## src/rtl/icap_pkg.sv

```systemverilog
package icap_pkg;
   localparam logic [1:0] SRC_OUT = 2'b00;
   localparam logic [1:0] SRC_OWN = 2'b01;
   localparam logic [1:0] SRC_NBR = 2'b10;
   localparam logic [1:0] SRC_TRG = 2'b11;

   localparam int FLT_CFG_W = 4;
   localparam int PSC_CNT_W = 3;
   localparam int RUN_W     = 4;

   typedef enum logic [1:0] {
      EDGE_FALL = 2'b00,
      EDGE_RISE = 2'b01,
      EDGE_ANY2 = 2'b10,
      EDGE_ANY  = 2'b11
   } edge_e;

   // last count value before a capture fires: 0, 1, 3, 7
   function automatic logic [PSC_CNT_W-1:0] psc_last(input logic [1:0] code);
      case (code)
         2'b00:   psc_last = 3'd0;
         2'b01:   psc_last = 3'd1;
         2'b10:   psc_last = 3'd3;
         default: psc_last = 3'd7;
      endcase
   endfunction

   function automatic logic [2:0] tick_mask(input logic [1:0] rate);
      case (rate)
         2'b00:   tick_mask = 3'd0;
         2'b01:   tick_mask = 3'd1;
         2'b10:   tick_mask = 3'd3;
         default: tick_mask = 3'd7;
      endcase
   endfunction

   function automatic logic [RUN_W-1:0] run_need(input logic [1:0] n);
      case (n)
         2'b00:   run_need = 4'd1;
         2'b01:   run_need = 4'd2;
         2'b10:   run_need = 4'd4;
         default: run_need = 4'd8;
      endcase
   endfunction
endpackage

```

## src/rtl/icap_infilter.sv

```systemverilog
module icap_infilter
   import icap_pkg::*;
#(
   parameter int SYNC_STAGES = 2,
   parameter bit FILTER_EN   = 1'b1
) (
   input  logic                 clk,
   input  logic                 rst_n,
   input  logic                 raw_i,
   input  logic [FLT_CFG_W-1:0] flt_cfg_i,
   output logic                 level_o
);
   localparam int LAST = SYNC_STAGES - 1;

   if (SYNC_STAGES < 2) begin : g_bad_sync
      $error("icap_infilter: SYNC_STAGES must be at least 2");
   end

   logic [SYNC_STAGES-1:0] sy;
   logic                   smp;

   always_ff @(posedge clk or negedge rst_n) begin
      if (!rst_n) sy <= '0;
      else        sy <= {sy[SYNC_STAGES-2:0], raw_i};
   end
   assign smp = sy[LAST];

   if (FILTER_EN) begin : g_filter
      logic [2:0]       tk;
      logic [RUN_W-1:0] run;
      logic [RUN_W-1:0] need;
      logic             tick;
      logic             lvl;

      assign tick = ((tk & tick_mask(flt_cfg_i[3:2])) == 3'd0);
      assign need = run_need(flt_cfg_i[1:0]);

      always_ff @(posedge clk or negedge rst_n) begin
         if (!rst_n) begin
            tk  <= 3'd0;
            run <= '0;
            lvl <= 1'b0;
         end else begin
            tk <= tk + 3'd1;
            if (tick) begin
               if (smp == lvl) begin
                  run <= '0;
               end else if (run + 4'd1 >= need) begin
                  lvl <= smp;
                  run <= '0;
               end else begin
                  run <= run + 4'd1;
               end
            end
         end
      end
      assign level_o = lvl;

      // accepted level moves only on a sample tick
      assert_filt_tick_R5: assert property (@(posedge clk) disable iff (!rst_n)
         !$stable(lvl) |-> $past(tick));
      // the run of differing samples never reaches the largest run length
      assert_run_bound_R5: assert property (@(posedge clk) disable iff (!rst_n)
         run < 4'd8);
   end else begin : g_bypass
      logic lvl;
      always_ff @(posedge clk or negedge rst_n) begin
         if (!rst_n) lvl <= 1'b0;
         else        lvl <= smp;
      end
      assign level_o = lvl;
   end
endmodule

```

## src/rtl/icap_evpsc.sv

```systemverilog
module icap_evpsc
   import icap_pkg::*;
(
   input  logic       clk,
   input  logic       rst_n,
   input  logic       level_i,
   input  logic [1:0] edge_sel_i,
   input  logic [1:0] psc_sel_i,
   input  logic       arm_i,
   output logic       fire_o
);
   logic                 prev;
   logic                 rise;
   logic                 fall;
   logic                 hit;
   logic [1:0]           psc_q;
   logic                 restart;
   logic [PSC_CNT_W-1:0] pc;
   logic [PSC_CNT_W-1:0] last;

   always_ff @(posedge clk or negedge rst_n) begin
      if (!rst_n) begin
         prev  <= 1'b0;
         psc_q <= 2'b00;
      end else begin
         prev  <= level_i;
         psc_q <= psc_sel_i;
      end
   end

   assign rise = level_i & ~prev;
   assign fall = ~level_i & prev;

   always_comb begin
      case (edge_e'(edge_sel_i))
         EDGE_FALL: hit = fall;
         EDGE_RISE: hit = rise;
         default:   hit = rise | fall;
      endcase
   end

   assign restart = !arm_i || (psc_sel_i != psc_q);
   assign last    = psc_last(psc_sel_i);
   assign fire_o  = hit && !restart && (pc == last);

   always_ff @(posedge clk or negedge rst_n) begin
      if (!rst_n)       pc <= '0;
      else if (restart) pc <= '0;
      else if (hit)     pc <= (pc == last) ? '0 : pc + 3'd1;
   end

   // the edge count stays below the selected division while counting
   assert_psc_bound_R4: assert property (@(posedge clk) disable iff (!rst_n)
      !restart |-> (pc <= last));
   // a restart always leaves the count at zero
   assert_psc_restart_R4: assert property (@(posedge clk) disable iff (!rst_n)
      restart |=> (pc == '0));
endmodule

```

## src/rtl/icap_latch.sv

```systemverilog
module icap_latch #(
   parameter int CNT_W = 16
) (
   input  logic             clk,
   input  logic             rst_n,
   input  logic [CNT_W-1:0] cnt_i,
   input  logic             fire_i,
   input  logic             flag_clr_i,
   input  logic             ovr_clr_i,
   output logic [CNT_W-1:0] cap_val_o,
   output logic             flag_o,
   output logic             ovr_o
);
   logic [CNT_W-1:0] shadow;
   logic             pend;

   always_ff @(posedge clk or negedge rst_n) begin
      if (!rst_n) begin
         shadow    <= '0;
         pend      <= 1'b0;
         cap_val_o <= '0;
         flag_o    <= 1'b0;
         ovr_o     <= 1'b0;
      end else begin
         pend <= fire_i;
         if (fire_i) shadow <= cnt_i;
         if (pend) cap_val_o <= shadow;

         if (pend)            flag_o <= 1'b1;
         else if (flag_clr_i) flag_o <= 1'b0;

         if (pend && flag_o && !flag_clr_i) ovr_o <= 1'b1;
         else if (ovr_clr_i)                ovr_o <= 1'b0;
      end
   end

   // visible value moves only on the copy from the shadow stage
   assert_hold_R6: assert property (@(posedge clk) disable iff (!rst_n)
      !pend |=> $stable(cap_val_o));
   // a copy always leaves the flag set
   assert_set_R7: assert property (@(posedge clk) disable iff (!rst_n)
      pend |=> flag_o);
   // without a clear the flag is sticky
   assert_sticky_R7: assert property (@(posedge clk) disable iff (!rst_n)
      (flag_o && !flag_clr_i) |=> flag_o);
   // overcapture only appears over an already set flag
   assert_ovr_src_R9: assert property (@(posedge clk) disable iff (!rst_n)
      $rose(ovr_o) |-> $past(flag_o));
endmodule

```

## src/rtl/icap_channel.sv

```systemverilog
module icap_channel
   import icap_pkg::*;
#(
   parameter int CNT_W       = 16,
   parameter int SYNC_STAGES = 2,
   parameter bit FILTER_EN   = 1'b1
) (
   input  logic             clk,
   input  logic             rst_n,
   input  logic [CNT_W-1:0] cnt_i,
   input  logic             pin_own_i,
   input  logic             pin_nbr_i,
   input  logic             trig_i,
   input  logic [1:0]       src_sel_i,
   input  logic [1:0]       edge_sel_i,
   input  logic [1:0]       psc_sel_i,
   input  logic [3:0]       flt_cfg_i,
   input  logic             cap_en_i,
   input  logic             irq_en_i,
   input  logic             flag_clr_i,
   input  logic             ovr_clr_i,
   output logic [CNT_W-1:0] cap_val_o,
   output logic             cap_flag_o,
   output logic             ovr_flag_o,
   output logic             irq_o
);
   if (CNT_W < 2) begin : g_bad_width
      $error("icap_channel: CNT_W must be at least 2");
   end

   logic raw;
   logic level;
   logic arm;
   logic fire;

   always_comb begin
      case (src_sel_i)
         SRC_OWN: raw = pin_own_i;
         SRC_NBR: raw = pin_nbr_i;
         SRC_TRG: raw = trig_i;
         default: raw = 1'b0;
      endcase
   end

   assign arm = cap_en_i && (src_sel_i != SRC_OUT);

   icap_infilter #(
      .SYNC_STAGES(SYNC_STAGES),
      .FILTER_EN  (FILTER_EN)
   ) u_filt (
      .clk      (clk),
      .rst_n    (rst_n),
      .raw_i    (raw),
      .flt_cfg_i(flt_cfg_i),
      .level_o  (level)
   );

   icap_evpsc u_evpsc (
      .clk       (clk),
      .rst_n     (rst_n),
      .level_i   (level),
      .edge_sel_i(edge_sel_i),
      .psc_sel_i (psc_sel_i),
      .arm_i     (arm),
      .fire_o    (fire)
   );

   icap_latch #(
      .CNT_W(CNT_W)
   ) u_latch (
      .clk       (clk),
      .rst_n     (rst_n),
      .cnt_i     (cnt_i),
      .fire_i    (fire),
      .flag_clr_i(flag_clr_i),
      .ovr_clr_i (ovr_clr_i),
      .cap_val_o (cap_val_o),
      .flag_o    (cap_flag_o),
      .ovr_o     (ovr_flag_o)
   );

   assign irq_o = cap_flag_o & irq_en_i;

   // two clocks after capture is disabled the visible value cannot move
   assert_off_R10: assert property (@(posedge clk) disable iff (!rst_n)
      $past(!cap_en_i, 2) |-> $stable(cap_val_o));
   // output use of the channel never produces a new value
   assert_out_mode_R1: assert property (@(posedge clk) disable iff (!rst_n)
      $past(src_sel_i == SRC_OUT, 2) |-> $stable(cap_val_o));
   // no request without a pending flag
   assert_irq_flag_R8: assert property (@(posedge clk) disable iff (!rst_n)
      irq_o |-> (cap_flag_o && irq_en_i));
endmodule

```

## config.mk

```make
export PLATFORM = sky130hd
export DESIGN_NAME = icap_channel
export DESIGN_NICKNAME = d
export VERILOG_FILES = /design/src/rtl/icap_pkg.sv /design/src/rtl/icap_infilter.sv /design/src/rtl/icap_evpsc.sv /design/src/rtl/icap_latch.sv /design/src/rtl/icap_channel.sv
export SDC_FILE = /design/constraint.sdc
export NUM_CORES = 1
export LEC_CHECK = 0
export ABC_AREA = 1
export BUFFER_PORTS_ARGS = -buffer_cell sky130_fd_sc_hd__buf_4
export CAP_MARGIN = 20
export CORE_AREA = 8 8 102 104
export DETAILED_ROUTE_END_ITERATION = 10
export DIE_AREA = 0 0 110 112
export PLACE_DENSITY = 0.48
export SYNTH_ARGS = -nofsm -noshare
export SYNTH_HDL_FRONTEND = slang
export SYNTH_SLANG_ARGS = --single-unit
export TNS_END_PERCENT = 20
```

## constraint.sdc

```tcl
create_clock -name clk -period 5.15 [get_ports clk]
set_clock_uncertainty 0.1 [all_clocks]
set_input_delay 0.2575 -clock clk [delete_from_list [all_inputs] [get_ports clk]]
set_output_delay 0.2575 -clock clk [all_outputs]
set_load 0.1 [all_outputs]
```

==> impl_metrics.csv, run 1 <==
group,metric,value,unit
outcome,status,"complete, no violations",
die,die_y,112,um
place,dpl_worst_slack,3.113,ns
clocking,numCtsBuffers,5,
yosys,ys_types,27,
die,io_pins,54,
pwr,ir_drop,0.1058,mV
die,dieWidth,110,um
place,hpwl,3898,um
finish,n_antenna_cell,0,
detailed_routing,vias_per_cell,4.149,
place,numPortBuffers,53,
yosys,synth_edf_count,0,
clocking,tritoncts,"done",
yosys,synth_common_cells,"nand2_1, dfrtp_1, inv_1",
yosys,syn_avg_cell_area,8.690,um2
yosys,ys.flop_type,"dfrtp_1",
detailed_routing,drt_pass1_iterations,4,
finish,fillerInstances,957,
yosys,synthCells,275,
yosys,yosysMostFrequentCell,"nand2_1",
yosys,synthTopCellsByArea,"dfrtp_1, nand2_1, nand3_1",
detailed_routing,vias,1834,
clocking,postCtsSetupRepairBufs,0,
timing,setup_viol,0,
timing,finalWorstSetupSlack,3.093,ns
detailed_routing,postRouteAntennaNets,0,
detailed_routing,drt_wl_total,5287,um
die,core_area,8890,um2
timing,maxSlewViolCount,0,
clocking,cts_sinks,51,
finish,fin_area,2989,um2
clocking,path_clk_slew,0.09,ns
timing,max_freq,0.4862,GHz
timing,maxSlewHeadroom,56.24,%
run,drv_cap,0,
hold_path,hold_class,"in2reg",
die,placementRows,35,
timing,period_share,39.94,%
critical_path,crit_required,5.25,ns
finish,area.growth.synth_to_final,25.08,%
clocking,cts_hold_buf,3,
yosys,yosysTopAreaCellShare,53.40,%
yosys,synth_fp_nets,319,
yosys,synth_area,2390,um2
yosys,synth_warnings,0,
die,dieArea,12320,um2
clocking,ctsLongestPathBuffers,2,
place,place_area,2853,um2
critical_path,crit_type,"reg2reg",
die,initial_core_util,26.88,%
global_route,grt_start_max_net_pins,52,
place,gp_congestion,0.7405,
pwr,power_density,331.8,nW/um2
global_route,grt_overflow,0,
detailed_routing,post_drt_wl_per_cell,11.96,um
clocking,cts-root-buf,"clkbuf_8",
global_route,grt_usage,9.398,%
finish,layout-drive-gt1-share,22.05,%
clocking,cts_max_level,2,
timing,finalHoldViolations,0,
critical_path,end_kind,"register",
detailed_routing,drc_errors,0,
critical_path,worst_setup_path_start_kind,"register",
yosys,synth_top_cell_by_area,"dfrtp_1",
pwr,p_leak,1.705,nW
pwr,power.total,0.9917,mW
critical_path,worstPathArrival,2.16,ns
clocking,cts_resized,0,
clocking,insertion_delay,0.31,ns
timing,rsz0062_at_grt,"false",
critical_path,crit_fanout,20,
finish,layout.nets,375,
global_route,antenna_found_initial,0,
global_route,grt_pass1_vias,1974,
yosys,async_flop_share,100.0,%
detailed_routing,drtIter0Drc,97,
yosys,ys_ff_latch,51,
yosys,yosysSeqAreaShare,53.40,%
timing,period_needed,2.057,ns
timing,worst_slew_pin_slew,0.6564,ns
timing,setup_tns,0,ns
global_route,grt_pass1_wl,9280,um
==> cell families after synthesis <==
kind of cell	after synthesis	share of synthesized area, %
xor gates and xnor gates	4	1.466
and+or+nand+nor	168	30.52
buffers and inverters	34	7.330
adders and majority gates	9	4.712
DFF	51	53.40
AOI/OAI and AO/OA	9	2.566
==> where the power goes <==
group	switching (mW)	internal, mW
Clock	0.135	0.142
Sequential	0.0356	0.450
Combinational	0.146	0.0828
Total	0.317	0.675
==> cell type report <==
cell class | count | area [um2] | share of cell area (%)
multi-input cells | 190 | 938.4 | 31.39
inverters | 27 | 101.3 | 3.391
flip-flops and latches | 51 | 1276 | 42.70
well taps | 111 | 138.9 | 4.646
clock inverters | 2 | 37.54 | 1.256
repair buffers | 56 | 427.9 | 14.32
clock buffers | 5 | 68.82 | 2.302
==> layer usage <==
metal / GRT usage, % / vias to the layer above / part of all wire (%) / wire length, um
li1: - / 964 / - / -
met1: 11.26 / 837 / 45 / 2354
met2: 15.79 / 26 / 50 / 2628
met3: 1.733 / 7 / 3.9 / 204
met4: 4.054 / 0 / 1.9 / 99
met5: 0 / - / 0 / 0
==> worst max-delay path, cell delays in order (launching register included) <==
cell and delay, ns:
dfrtp_1 0.40, inv_1 0.09, ha_1 0.29, nand2_1 0.06
nand2_1 0.12, nor2_4 0.47, nand2_4 0.24, nand2_1 0.12
nand2_1 0.05
==> through the flow <==
step	cells	util [%]	hold slack [ns]
2_1_floorplan	275	-	-0.1381
3_3_place_gp	432	32.09	0.2327
3_5_place_dp	432	32.09	0.2370
4_1_cts	442	33.62	0.02141
5_1_grt	442	33.62	0.03292
6_report	442	33.62	0.03294
==> worst paths after layout <==
check	startpoint	end	slack (ns)	cells after the start
max in group asynchronous	rst_n	u_latch.shadow[10]$_DFFE_PN0P_	4.10	2
max	u_filt.level_o$_DFFE_PN0P_	u_latch.shadow[6]$_DFFE_PN0P_	3.09	8
max reg2reg	u_filt.level_o$_DFFE_PN0P_	u_latch.shadow[6]$_DFFE_PN0P_	3.09	8
min in group asynchronous	rst_n	u_latch.flag_o$_DFFE_PN0P_	0.43	2
min	ovr_clr_i	u_latch.ovr_o$_DFFE_PN0P_	0.03	2
min reg2reg	u_filt.sy[0]$_DFF_PN0_	u_filt.sy[1]$_DFF_PN0_	0.26	0
==> placed cells by master (no fill, tap or decap), drive strengths merged <==
cell type    count
nand2          123
buf             53
dfrtp           51
nand3           28
inv             26
nor2            13
ha               9
clkbuf           5
xor2             4
o21ai            4
dlygate4sd3      3
a21oi            3
or2              2
a31oi            1
nand3b           1
clkinv           1
nand4            1
o32ai            1
clkinvlp         1
bufinv           1
==> state kept, by name (all words and copies together) (netlist names) <==
signal / flops
u_latch.ovr_o: 1
u_latch.shadow: 16
u_evpsc.psc_q: 2
u_latch.pend: 1
u_filt.level_o: 1
u_latch.cap_val_o: 16
u_filt.g_filter.tk: 3
u_filt.g_filter.run: 4
u_evpsc.pc: 3
u_latch.flag_o: 1
u_evpsc.prev: 1
u_filt.sy: 2
Note: power is estimated with default switching activity, not from simulation.
==> run 2, diff against run 1 <==
--- a/config.mk
+++ b/config.mk
@@ -11,7 +11,7 @@
 export CORE_AREA = 8 8 102 104
 export DETAILED_ROUTE_END_ITERATION = 10
 export DIE_AREA = 0 0 110 112
-export PLACE_DENSITY = 0.48
+export PLACE_DENSITY = 0.5
 export SYNTH_ARGS = -nofsm -noshare
 export SYNTH_HDL_FRONTEND = slang
 export SYNTH_SLANG_ARGS = --single-unit
==> constraint.sdc (replaced) <==
create_clock -name clk -period 1.75 [get_ports clk]
set_clock_uncertainty 0.1 [all_clocks]
set_input_delay 0.0875 -clock clk [delete_from_list [all_inputs] [get_ports clk]]
set_output_delay 0.0875 -clock clk [all_outputs]
set_load 0.1 [all_outputs]
==> impl_metrics.csv, run 2 (synthesis gave the netlist of run 1 again) <==
group,metric,value,unit
critical_path,end_kind,"register",
finish,layout_commonest_cell,"nand2_1",
finish,layout.nets,404,
die,die_y,112,um
finish,seqCellArea,1277,um2
pwr,p_leak,1.826,nW
timing,finalWorstSetupSlack,-0.04236,ns
finish,fillerInstances,926,
critical_path,critical_path_buf_inv_count,1,
detailed_routing,drt_pass1_iterations,4,
detailed_routing,drc_errors,0,
place,hpwl,3861,um
place,dp_cells,440,
critical_path,critPathTopFamily,"simple AND/OR/NAND/NOR gates",
critical_path,reg2reg_slack,-0.04,ns
critical_path,cp_common_cell,"nor2_1",
detailed_routing,postRouteAntennaNets,0,
finish,n_antenna_cell,0,
die,core_area,8890,um2
timing,finalHoldViolations,0,
hold_path,hold_class,"in2reg",
finish,instances_no_fill,472,
hold_path,holdCritStartpoint,"flt_cfg_i[3]",
timing,max_freq,0.5579,GHz
critical_path,regToRegEndpoint,"u_filt.g_filter.run[0]$_DFFE_PN0P_",
finish,area.growth.synth_to_final,37.33,%
clocking,insertion_delay,0.30,ns
clocking,tritoncts,"done",
global_route,grt_usage,9.343,%
timing,rsz0062_at_grt,"true",
critical_path,rr_worst_depth,10,
critical_path,worstPathArrival,1.92,ns
detailed_routing,post_drt_wl_per_cell,11.47,um
global_route,antenna_found_initial,0,
timing,setup_viol,4,
pwr,power.total,2.900,mW
hold_path,holdPathEnd,"u_filt.g_filter.run[3]$_DFFE_PN0P_",
die,placementRows,35,
die,dieArea,12320,um2
clocking,cts_max_level,2,
outcome,status,"finished, violations left",
place,numPortBuffers,53,
timing,period_needed,1.792,ns
detailed_routing,drtIter0Drc,48,
critical_path,cpPeakStageDelay,0.41,ns
critical_path,worst_setup_path_start_kind,"register",
clocking,cts-root-buf,"clkbuf_8",
finish,multi_input_area,979.7,um2
timing,maxSlewHeadroom,55.52,%
clocking,cts_sinks,51,
detailed_routing,drt_wl_total,5414,um
die,initial_core_util,26.88,%
critical_path,r2r_start,"u_filt.g_filter.run[1]$_DFFE_PN0P_",
critical_path,crit_fanout,4,
place,gp_congestion,0.7801,
clocking,path_clk_slew,0.09,ns
pwr,power_density,883.8,nW/um2
run,drv_cap,0,
timing,maxSlewViolCount,0,
detailed_routing,vias_per_cell,4.174,
finish,most-common-layout-cells,"nand2_1, buf_4, dfrtp_1, inv_1, dlygate4sd3_1",
finish,layout-drive-gt1-share,25.48,%
timing,worst_slew_pin_slew,0.6672,ns
pwr,ir_drop,0.2952,mV
critical_path,crit_type,"reg2reg",
die,io_pins,54,
critical_path,slowest_stage,"dfrtp_1",
clocking,numCtsBuffers,5,
clocking,ctsLongestPathBuffers,2,
global_route,grt_pass1_vias,2042,
global_route,grt_pass1_wl,9342,um
detailed_routing,vias,1970,
hold_path,hold_depth,5,
outcome,violations,"setup timing",
global_route,grt_overflow,0,
finish,top_regs,"u_latch.cap_val_o x16, u_latch.shadow x16, u_filt.g_filter.run x4",
place,dpl_worst_slack,-0.1984,ns
global_route,grt_start_max_net_pins,52,
die,dieWidth,110,um
critical_path,crit_required,1.88,ns
timing,period_share,102.4,%
critical_path,worstPathCellList,"ha_2 -> xor2_2 -> ha_1 -> nand2_1 -> inv_2 -> nand3_2 -> nand3_4 -> nor2_4 -> nor2_1 -> nor2_1",
[run 2: changes by cell type in the layout (fill, tap and decap cells not counted), sizes merged]
cell,before,now
dlygate4sd3,3,23
buf,53,62
bufinv,1,0
clkinv,1,2
clkinvlp,1,2
[run 2: per-stage QoR]
step	instance area, um2	util, %	hold WS, ns	TNS (ns)
after CTS	3274	36.83	0.1676	-0.07325
after global placement	2914	32.78	0.07262	-0.5466
after global routing	3282	36.92	0.1985	-0.7951
after detailed placement	2914	32.78	0.07455	-0.7825
final	3282	36.92	0.1447	-0.08341
after floorplan	2391	-	-0.3081	-0.1171
[run 2: how the worst max path moves through the flow]
stage | from | to | slack, ns | depth (start not counted)
after floorplan | u_filt.g_filter.run[0]$_DFFE_PN0P_ | u_filt.g_filter.run[3]$_DFFE_PN0P_ | -0.04 | 10
after global placement | u_filt.g_filter.run[0]$_DFFE_PN0P_ | u_filt.g_filter.run[3]$_DFFE_PN0P_ | -0.15 | 10
after detailed placement | u_filt.g_filter.run[0]$_DFFE_PN0P_ | u_filt.g_filter.run[0]$_DFFE_PN0P_ | -0.20 | 10
after CTS | u_filt.g_filter.run[1]$_DFFE_PN0P_ | u_filt.g_filter.run[0]$_DFFE_PN0P_ | -0.05 | 10
after global routing | u_filt.g_filter.run[0]$_DFFE_PN0P_ | u_filt.g_filter.run[0]$_DFFE_PN0P_ | -0.19 | 10
final | u_filt.g_filter.run[1]$_DFFE_PN0P_ | u_filt.g_filter.run[0]$_DFFE_PN0P_ | -0.04 | 10
[run 2: routing by layer]
metal | vias to the layer above | global-route usage (%) | routed length [um]
li1 | 1019 | - | -
met2 | 27 | 16.71 | 2840
met3 | 4 | 1.906 | 216
met4 | 0 | 2.432 | 48
met1 | 920 | 10.81 | 2309
met5 | - | 0 | 0
[run 2: repair_timing]
action                     4_1_cts  5_1_grt
pin swaps                        7        1
setup buffers                    1        0
setup endpoints to repair        5        5
hold buffers                    23        0
hold endpoints to repair        72        0
resized for setup                9        2
[run 2: final cells by class]
class,count,area share [%]
flip-flops and latches,51,38.93
inverters,27,3.088
multi-input cells,190,29.85
clock buffers,5,2.097
well taps,111,4.232
clock inverters,3,0.6100
repair buffers,85,21.20
[run 2: power breakdown]
group / switching [mW] / total, mW / internal, mW
clock: 0.403 / 0.682 / 0.279
combinational: 0.479 / 0.821 / 0.342
sequential: 0.0806 / 1.40 / 1.32
[run 2: worst register-to-register path, delay by kind of cell, from the launching register on]
kind / cells / cell delay (ns)
adder cells (fa/ha/maj): 2 / 0.49
AND/OR/NAND/NOR: 6 / 0.52
XOR/XNOR: 1 / 0.18
flip-flops: 1 / 0.41
buffers and inverters: 1 / 0.05
